--- config.mk ---
export PLATFORM = sky130hd
export DESIGN_NAME = cpwm_timer
export DESIGN_NICKNAME = d
export VERILOG_FILES = /design/src/rtl/cpwm_pkg.sv /design/src/rtl/cpwm_shadow.sv /design/src/rtl/cpwm_regs.sv /design/src/rtl/cpwm_prescaler.sv /design/src/rtl/cpwm_counter.sv /design/src/rtl/cpwm_output.sv /design/src/rtl/cpwm_timer.sv
export SDC_FILE = /design/constraint.sdc
export NUM_CORES = 1
export LEC_CHECK = 0
export ABC_CLOCK_PERIOD_IN_PS = 3800
export BUFFER_PORTS_ARGS = -buffer_cell sky130_fd_sc_hd__buf_2
export CORE_UTILIZATION = 64
export CTS_BUF_LIST = sky130_fd_sc_hd__clkbuf_8
export CTS_CLUSTER_DIAMETER = 200
export DETAILED_ROUTE_END_ITERATION = 7
export PLACE_DENSITY = 0.83
export SETUP_SLACK_MARGIN = 0.1
export SKIP_LAST_GASP = 1
export SYNTH_ARGS = -nofsm -noshare
export SYNTH_HDL_FRONTEND = slang
export SYNTH_SLANG_ARGS = --single-unit
--- constraint.sdc ---
create_clock -name clk -period 3.8 [get_ports clk]
set_clock_uncertainty 0.2 [all_clocks]
set_input_delay 0.57 -clock clk [delete_from_list [all_inputs] [get_ports clk]]
set_output_delay 0.57 -clock clk [all_outputs]
set_load 0.01 [all_outputs]
--- src/rtl/cpwm_pkg.sv ---
// Shared encodings for the PWM timer channel: register addresses,
// alignment codes and the control word layout.
package cpwm_pkg;

    localparam int ADDR_W = 3;

    localparam logic [ADDR_W-1:0] A_CTRL = 3'd0;
    localparam logic [ADDR_W-1:0] A_PSC  = 3'd1;
    localparam logic [ADDR_W-1:0] A_TOP  = 3'd2;
    localparam logic [ADDR_W-1:0] A_CMP  = 3'd3;
    localparam logic [ADDR_W-1:0] A_CMD  = 3'd4;
    localparam logic [ADDR_W-1:0] A_FLAG = 3'd5;

    // Counting shape and which slope may raise the compare flag.
    typedef enum logic [1:0] {
        ALN_SAW      = 2'b00,
        ALN_TRI_FALL = 2'b01,
        ALN_TRI_RISE = 2'b10,
        ALN_TRI_BOTH = 2'b11
    } align_e;

    // Control word, bit0 is run (first member is the MSB).
    typedef struct packed {
        logic   inv_comp;   // bit7
        logic   inv_main;   // bit6
        logic   top_buf;    // bit5
        logic   cmp_buf;    // bit4
        align_e align;      // bits 3:2
        logic   down;       // bit1
        logic   run;        // bit0
    } ctrl_t;

endpackage

--- src/rtl/cpwm_shadow.sv ---
// Holding/working register pair.
// Assumes: buffer_en selects whether a write goes straight to the working
// copy or waits for the next update event.
module cpwm_shadow #(
    parameter int               CNT_W   = 16,
    parameter logic [CNT_W-1:0] RST_VAL = '0
) (
    input  logic             clk,
    input  logic             rst_n,
    input  logic             wr_hit,
    input  logic [CNT_W-1:0] wr_val,
    input  logic             buffer_en,
    input  logic             uev,
    output logic [CNT_W-1:0] work
);

    logic [CNT_W-1:0] hold_q;
    logic [CNT_W-1:0] work_q;

    // Capture writes into the holding copy; move to working copy on demand.
    always_ff @(posedge clk) begin
        if (!rst_n) begin
            hold_q <= RST_VAL;
            work_q <= RST_VAL;
        end else begin
            if (wr_hit) hold_q <= wr_val;
            if (wr_hit && !buffer_en) work_q <= wr_val;
            else if (uev) work_q <= hold_q;
        end
    end

    assign work = work_q;


    hold_until_update_chk: assert property (@(posedge clk) disable iff (!rst_n)
        (buffer_en && !uev) |=> $stable(work_q));

endmodule

--- src/rtl/cpwm_regs.sv ---
// Register write decode for the PWM timer channel.
// Assumes: one write per clock; command and flag-clear writes are pulses
// that act in the clock of the write and store nothing.
module cpwm_regs
    import cpwm_pkg::*;
#(
    parameter int CNT_W = 16
) (
    input  logic              clk,
    input  logic              rst_n,
    input  logic              wr_en,
    input  logic [ADDR_W-1:0] wr_addr,
    input  logic [CNT_W-1:0]  wr_data,
    input  logic              uev,
    output ctrl_t             ctrl,
    output logic [CNT_W-1:0]  psc_work,
    output logic [CNT_W-1:0]  top_work,
    output logic [CNT_W-1:0]  cmp_work,
    output logic              sw_update,
    output logic              clr_upd,
    output logic              clr_cmp
);

    localparam logic [CNT_W-1:0] TOP_RST = '1;

    ctrl_t ctrl_q;
    logic  hit_ctrl, hit_psc, hit_top, hit_cmp, hit_cmd, hit_flag;

    // Address decode of the write strobe.
    always_comb begin
        hit_ctrl = wr_en && (wr_addr == A_CTRL);
        hit_psc  = wr_en && (wr_addr == A_PSC);
        hit_top  = wr_en && (wr_addr == A_TOP);
        hit_cmp  = wr_en && (wr_addr == A_CMP);
        hit_cmd  = wr_en && (wr_addr == A_CMD);
        hit_flag = wr_en && (wr_addr == A_FLAG);
    end

    // Control word storage.
    always_ff @(posedge clk) begin
        if (!rst_n) ctrl_q <= '0;
        else if (hit_ctrl) ctrl_q <= ctrl_t'(wr_data[7:0]);
    end

    assign ctrl      = ctrl_q;
    assign sw_update = hit_cmd && wr_data[0];
    assign clr_upd   = hit_flag && wr_data[0];
    assign clr_cmp   = hit_flag && wr_data[1];

    cpwm_shadow #(.CNT_W(CNT_W), .RST_VAL('0)) u_psc (
        .clk(clk), .rst_n(rst_n), .wr_hit(hit_psc), .wr_val(wr_data),
        .buffer_en(1'b1), .uev(uev), .work(psc_work));

    cpwm_shadow #(.CNT_W(CNT_W), .RST_VAL(TOP_RST)) u_top (
        .clk(clk), .rst_n(rst_n), .wr_hit(hit_top), .wr_val(wr_data),
        .buffer_en(ctrl_q.top_buf), .uev(uev), .work(top_work));

    cpwm_shadow #(.CNT_W(CNT_W), .RST_VAL('0)) u_cmp (
        .clk(clk), .rst_n(rst_n), .wr_hit(hit_cmp), .wr_val(wr_data),
        .buffer_en(ctrl_q.cmp_buf), .uev(uev), .work(cmp_work));


    psc_waits_chk: assert property (@(posedge clk) disable iff (!rst_n)
        !uev |=> $stable(psc_work));

endmodule

--- src/rtl/cpwm_prescaler.sv ---
// Clock divider: emits one tick every (ratio + 1) clocks while running.
// Assumes: ratio only changes on an update event, when the divider is at 0.
module cpwm_prescaler #(
    parameter int CNT_W = 16
) (
    input  logic             clk,
    input  logic             rst_n,
    input  logic             run,
    input  logic             clear,
    input  logic [CNT_W-1:0] ratio,
    output logic             tick
);

    localparam logic [CNT_W-1:0] ONE = CNT_W'(1);

    logic [CNT_W-1:0] div_q;

    assign tick = run && (div_q == ratio);

    // Divider count, restarted by a software update.
    always_ff @(posedge clk) begin
        if (!rst_n)      div_q <= '0;
        else if (clear)  div_q <= '0;
        else if (tick)   div_q <= '0;
        else if (run)    div_q <= div_q + ONE;
    end


    div_restart_chk: assert property (@(posedge clk) disable iff (!rst_n)
        clear |=> (div_q == '0));


    div_hold_chk: assert property (@(posedge clk) disable iff (!rst_n)
        (!run && !clear) |=> $stable(div_q));

endmodule

--- src/rtl/cpwm_counter.sv ---
// Main counter: sawtooth up/down or triangle, with wrap/turn-around events.
// Assumes: tick is a single-cycle enable from the prescaler; restart wins.
module cpwm_counter
    import cpwm_pkg::*;
#(
    parameter int CNT_W = 16
) (
    input  logic             clk,
    input  logic             rst_n,
    input  logic             tick,
    input  logic             restart,
    input  align_e           align,
    input  logic             down_sel,
    input  logic [CNT_W-1:0] top,
    output logic [CNT_W-1:0] count,
    output logic             going_up,
    output logic             wrap
);

    localparam logic [CNT_W-1:0] ONE = CNT_W'(1);

    logic [CNT_W-1:0] cnt_q, cnt_d;
    logic             up_q, up_d;
    logic             tri_mode;

    assign tri_mode = (align != ALN_SAW);

    // Next count and event for one prescaled step.
    always_comb begin
        cnt_d = cnt_q;
        up_d  = up_q;
        wrap  = 1'b0;
        if (tick) begin
            if (!tri_mode) begin
                if (!down_sel) begin
                    if (cnt_q >= top) begin
                        cnt_d = '0;
                        wrap  = 1'b1;
                    end else begin
                        cnt_d = cnt_q + ONE;
                    end
                end else begin
                    if (cnt_q == '0) begin
                        cnt_d = top;
                        wrap  = 1'b1;
                    end else begin
                        cnt_d = cnt_q - ONE;
                    end
                end
            end else if (top == '0) begin
                cnt_d = '0;
                wrap  = 1'b1;
            end else if (up_q) begin
                if (cnt_q >= top) begin
                    cnt_d = top - ONE;
                    up_d  = 1'b0;
                    wrap  = 1'b1;
                end else begin
                    cnt_d = cnt_q + ONE;
                end
            end else begin
                if (cnt_q == '0) begin
                    cnt_d = ONE;
                    up_d  = 1'b1;
                    wrap  = 1'b1;
                end else begin
                    cnt_d = cnt_q - ONE;
                end
            end
        end
    end

    // Count and slope registers.
    always_ff @(posedge clk) begin
        if (!rst_n || restart) begin
            cnt_q <= '0;
            up_q  <= 1'b1;
        end else begin
            cnt_q <= cnt_d;
            up_q  <= up_d;
        end
    end

    assign count    = cnt_q;
    assign going_up = tri_mode ? up_q : !down_sel;


    restart_zero_chk: assert property (@(posedge clk) disable iff (!rst_n)
        restart |=> (cnt_q == '0) && up_q);


    count_hold_chk: assert property (@(posedge clk) disable iff (!rst_n)
        (!tick && !restart) |=> $stable(cnt_q));


    tri_step_chk: assert property (@(posedge clk) disable iff (!rst_n)
        (tick && !restart && tri_mode && (top != '0) && (cnt_q < top)) |=>
        ((cnt_q == $past(cnt_q) + ONE) || (cnt_q == $past(cnt_q) - ONE)));

endmodule

--- src/rtl/cpwm_output.sv ---
// Output stage: PWM pin pair with polarity, compare and update flags.
// Assumes: count and cmp_val come from registers, so the pins are glitch-safe
// decodes of registered state.
module cpwm_output
    import cpwm_pkg::*;
#(
    parameter int CNT_W = 16
) (
    input  logic             clk,
    input  logic             rst_n,
    input  logic             run,
    input  align_e           align,
    input  logic             going_up,
    input  logic             tick,
    input  logic [CNT_W-1:0] count,
    input  logic [CNT_W-1:0] cmp_val,
    input  logic             inv_main,
    input  logic             inv_comp,
    input  logic             uev,
    input  logic             clr_upd,
    input  logic             clr_cmp,
    output logic             pwm_main,
    output logic             pwm_comp,
    output logic             cmp_flag,
    output logic             upd_flag
);

    logic below, slope_ok, cmp_hit;
    logic cmp_q, upd_q;

    assign below    = (count < cmp_val);
    assign pwm_main = (run && below) ^ inv_main;
    assign pwm_comp = (run && !below) ^ inv_comp;

    // Which slope may raise the compare flag.
    always_comb begin
        case (align)
            ALN_SAW:      slope_ok = 1'b1;
            ALN_TRI_FALL: slope_ok = !going_up;
            ALN_TRI_RISE: slope_ok = going_up;
            ALN_TRI_BOTH: slope_ok = 1'b1;
            default:      slope_ok = 1'b1;
        endcase
    end

    assign cmp_hit = tick && (count == cmp_val) && slope_ok;

    // Sticky flags; a new event beats a clear in the same clock.
    always_ff @(posedge clk) begin
        if (!rst_n) begin
            cmp_q <= 1'b0;
            upd_q <= 1'b0;
        end else begin
            if (cmp_hit)      cmp_q <= 1'b1;
            else if (clr_cmp) cmp_q <= 1'b0;
            if (uev)          upd_q <= 1'b1;
            else if (clr_upd) upd_q <= 1'b0;
        end
    end

    assign cmp_flag = cmp_q;
    assign upd_flag = upd_q;


    pins_opposite_chk: assert property (@(posedge clk) disable iff (!rst_n)
        (run && (inv_main == inv_comp)) |-> (pwm_main != pwm_comp));


    fall_only_chk: assert property (@(posedge clk) disable iff (!rst_n)
        ((align == ALN_TRI_FALL) && going_up && !cmp_q) |=> !cmp_q);


    cmp_needs_match_chk: assert property (@(posedge clk) disable iff (!rst_n)
        (!cmp_q && !(tick && (count == cmp_val))) |=> !cmp_q);


    upd_sets_chk: assert property (@(posedge clk) disable iff (!rst_n)
        uev |=> upd_q);

endmodule

--- src/rtl/cpwm_timer.sv ---
// PWM timer channel top: register port, prescaler, counter, output stage.
// Assumes: CNT_W >= 8 so the control word fits in the write data.
module cpwm_timer
    import cpwm_pkg::*;
#(
    parameter int CNT_W = 16
) (
    input  logic              clk,
    input  logic              rst_n,
    input  logic              wr_en,
    input  logic [2:0]        wr_addr,
    input  logic [CNT_W-1:0]  wr_data,
    output logic [CNT_W-1:0]  count,
    output logic              pwm_main,
    output logic              pwm_comp,
    output logic              cmp_flag,
    output logic              upd_flag
);

    ctrl_t            ctrl;
    logic [CNT_W-1:0] psc_work, top_work, cmp_work, cnt;
    logic             sw_update, clr_upd, clr_cmp;
    logic             tick, going_up, wrap, uev;

    assign uev   = wrap || sw_update;
    assign count = cnt;

    cpwm_regs #(.CNT_W(CNT_W)) u_regs (
        .clk(clk), .rst_n(rst_n), .wr_en(wr_en), .wr_addr(wr_addr),
        .wr_data(wr_data), .uev(uev), .ctrl(ctrl), .psc_work(psc_work),
        .top_work(top_work), .cmp_work(cmp_work), .sw_update(sw_update),
        .clr_upd(clr_upd), .clr_cmp(clr_cmp));

    cpwm_prescaler #(.CNT_W(CNT_W)) u_psc (
        .clk(clk), .rst_n(rst_n), .run(ctrl.run), .clear(sw_update),
        .ratio(psc_work), .tick(tick));

    cpwm_counter #(.CNT_W(CNT_W)) u_cnt (
        .clk(clk), .rst_n(rst_n), .tick(tick), .restart(sw_update),
        .align(ctrl.align), .down_sel(ctrl.down), .top(top_work),
        .count(cnt), .going_up(going_up), .wrap(wrap));

    cpwm_output #(.CNT_W(CNT_W)) u_out (
        .clk(clk), .rst_n(rst_n), .run(ctrl.run), .align(ctrl.align),
        .going_up(going_up), .tick(tick), .count(cnt), .cmp_val(cmp_work),
        .inv_main(ctrl.inv_main), .inv_comp(ctrl.inv_comp), .uev(uev),
        .clr_upd(clr_upd), .clr_cmp(clr_cmp), .pwm_main(pwm_main),
        .pwm_comp(pwm_comp), .cmp_flag(cmp_flag), .upd_flag(upd_flag));

endmodule

==> metrics.log <==
[metrics] number of global-route vias before repair: 7284
[metrics] CP arrival: 2.84 ns
[metrics] critical-path cell with the highest stage delay: dfxtp_4
[metrics] highest metal layer with signal wires: met4
[metrics] Worst Path Required: 3.03 ns
[metrics] half-perimeter wire length after detailed placement: 17400 µm
[metrics] maximum operating frequency: 0.277 GHz
[metrics] critical path start-end classification: reg2out
[metrics] fraction of the cycle the final worst path needs: 95.1%
[metrics] top cells by area, synth: dfxtp_1 34%, nand2_1 7.9%, ha_1 6.1%
[metrics] total power divided by cell area: 338 mW/mm²
[metrics] met2 wire len: 11200 µm
[metrics] average size of a mapped cell: 7.78 µm²
[metrics] number of enable flip-flop cells after synthesis: 0
[metrics] clock sinks: 139
[metrics] list of cells traversed by the critical path: ha_1 > a21o_1 > a21o_1 > a21o_1 > a2111oi_2 > o21ai_1 > nor3b_2 > xor2_1 > buf_2
[metrics] number of cells on the critical path: 9
[metrics] remaining global-route overflow: 0
[metrics] Total Die Area: 0.0134 mm²
[metrics] Hold Path Cell Cnt: 3
[metrics] Worst Reg2Reg Path Length in Cells: 10
[metrics] Final Hold Fails: 0
[metrics] most common library cell in the layout ignoring fill and taps: nand2_1
[metrics] Clock Pin Slew Worst Setup and Hold Paths: 0.09 ns
[metrics] final wirelength: 24900 µm
[metrics] Sum Neg Setup Slack: 0 ns
[metrics] Post-Syn Instances: 1062
[metrics] slew at the pin closest to its max-slew limit: 1.15 ns
[metrics] Hold WC Path Type: in2reg
[metrics] total buffers and inverters traversed by the critical path: 1
[metrics] post-synthesis instance area: 0.00826 mm²
[metrics] I/O Buffers: 41
[metrics] post-synthesis sequential element count: 139
[metrics] fin. max-slew vios: 0
[metrics] post-DR wirelength/cell: 19.5 µm
[metrics] Placement Cell Area: 0.00869 mm²
[metrics] Yosys cell types: 70
[metrics] number of antenna violations at the first check in global routing: 0
[metrics] count of nets left with antenna violations after detail routing: 0
[metrics] global-route wire length before repair: 38900 µm
[metrics] area of all placed cells without fillers: 0.00909 mm²
[metrics] M1 WL: 10400 µm
[metrics] via count normalized by instance count: 6.41
[metrics] CTS buffer count: 17
[metrics] remaining routing DRC violations: 0
[metrics] Crit path max-delay family: compound AO/OA/AOI/OAI gates
[metrics] post-layout minimum cycle time: 3.61 ns
[metrics] die boundary height: 116 µm
[metrics] Root Buffer: clkbuf_8
[metrics] area of the placeable core: 0.0126 mm²
[metrics] drt first pass iters: 6
[metrics] net count of the mapped netlist: 1124
[metrics] final-report setup violation count: 0
[metrics] met3 layer wire length in the routed design: 2740 µm
[metrics] run status: finished, final reports clean
[metrics] Leakage Power: 3.75 nW
[metrics] commonest register cell after synthesis: dfxtp_1
[metrics] proportion of netlist area held by the largest area contributor: 33.7%
[metrics] number of hold-repair buffers added at the cts stage: 0
[metrics] number of post-CTS setup repair buffers: 0
[metrics] total via count after detailed routing: 8178
[metrics] pin count of the biggest net entering global routing: 65
[metrics] width of the die: 116 µm
[metrics] commonest cells after routing, fill and taps aside: 174 x nand2_1, 138 x dfxtp_1, 86 x nor2_1
[metrics] cell accounting for the most synthesized area: dfxtp_1
[metrics] largest stage delay on the critical path: 0.41 ns
[metrics] unrepaired setup endpoints after global routing: true
[metrics] CTS Buffer Depth: 2
[metrics] clock tree from TritonCTS: done
[metrics] clock network latency to the later pin of the worst-skew pair: 0.47 ns
[metrics] number of warnings printed during yosys synthesis: 0
[metrics] drt first-iter violations: 1038
[metrics] worst hold-check slack: 0.229 ns
[metrics] sequential-to-total area share from yosys stat: 33.7%
[metrics] area overhead of the layout relative to synthesis: 10.1%
[metrics] Clock H-tree levels: 4
[metrics] aggregate global-route resource usage: 38.5%
[metrics] Synth async-reset ratio: 0%
[metrics] number of inserted diodes: 0
[metrics] final estimated routing congestion in global placement: 1.01
[metrics] capturing element type of the critical path: output port
[metrics] number of max-cap violations: 0
[metrics] number of nets at the end of the flow: 1153
[metrics] fillers: 1056
[metrics] effective utilization at floorplan: 65.4%
[metrics] worst vdd ir: 315 µV
[metrics] count of standard-cell rows: 41
[metrics] Worst slew margin: 23.2%
[metrics] critical path peak fanout: 10
[metrics] cell repeated most along the worst path: a21o_1
[metrics] IO Pins: 42
[metrics] share of cells above drive strength 1: 13.0%
[metrics] Worst setup SP type: register
## what timing repair did
action | in CTS | in global routing
setup endpoints to repair | 2 | 4
pin swaps | 0 | 1
gates resized for setup | 5 | 2
## sequential cells by signal (all words and copies together) (netlist names)
name and count:
u_regs.u_top.hold_q 16, u_regs.u_cmp.hold_q 16, u_regs.u_psc.work 16, u_psc.div_q 16
u_out.cmp_flag 1, u_regs.u_top.work 16, u_cnt.up_q 1, u_regs.u_psc.hold_q 16
u_cnt.count 16, u_regs.u_cmp.work 16, u_out.upd_flag 1, u_regs.ctrl 8
## report_power, final
| group | switching [mW] | internal (mW) | total (mW) |
|---|---|---|---|
| Combinational | 0.238 | 0.133 | 0.371 |
| Sequential | 0.0263 | 1.49 | 1.51 |
| Clock | 0.636 | 0.556 | 1.19 |
| Total | 0.900 | 2.18 | 3.08 |
## cells in the mapped netlist (all sizes together) (3+ instances only)
master / count
or4: 5
a211oi: 9
buf: 17
nand3: 38
xor2: 32
dfxtp: 139
a21oi: 30
nor2: 88
nand4: 31
inv: 39
or3: 7
clkbuf: 56
o221ai: 17
xnor2: 38
o2111ai: 3
nor3b: 3
nand2b: 6
a2111oi: 10
mux2i: 3
nor4: 25
nand2: 174
a21boi: 45
nor3: 71
and4: 3
o21ai: 45
nor4b: 4
and2: 7
or2: 4
a21o: 7
o21a: 6
a221oi: 17
ha: 40
a31oi: 5
and3: 10
o211ai: 8
## cells by family (layout without fill, tap and decap cells)
logic type      after synthesis  count (layout)  share of synthesized area [%]
xor+xnor                     70              70                           7.42
compound gates              216             216                           18.8
mux                           3               3                          0.364
fa+ha+maj                    40              40                           6.06
buf+inv                     112             154                           5.73
simple gates                482             482                           27.9
flops                       139             139                           33.7
## final timing paths
path                                from                       to  slack, ns
setup / recovery          u_cnt.count[9]                 pwm_main       0.19
hold / removal               wr_data[11]  u_regs.u_psc.hold_q[11]       0.23
setup reg to reg   u_regs.u_top.work[13]     u_regs.u_top.work[0]       0.34
hold reg to reg   u_regs.u_psc.hold_q[8]     u_regs.u_psc.work[8]       0.26
## layout make-up
cell class              instances  area, µm²  area share [%]
multi-input cells             811       5040            55.5
flip-flops and latches        139       2790            30.7
repair buffers                 83        520            5.73
clock buffers                  19        262            2.88
well taps                     172        215            2.37
inverters                      39        146            1.61
clock inverters                13        118            1.29
## routing by layer
metal	up-vias	global-route usage [%]
met5	-	0
met4	0	14.0
met3	59	9.36
met2	487	59.1
met1	3789	52.5
li1	3843	-
## through the flow
stage	utilization (%)	instances	worst slack, ns	total power [mW]
detailed placement	68.9	1244	0.283	1.90
floorplan	-	1062	0.452	1.78
CTS	72.0	1276	0.142	3.06
global placement	68.9	1244	0.417	1.90
finish	72.0	1276	0.186	3.08
global route	72.0	1276	0.0877	3.16
## tightest hold or removal path: stages
cell and delay [ns]:
buf_2 0.16, nand2_1 0.07, a21boi_0 0.06
(Power assumes the default switching activity.)
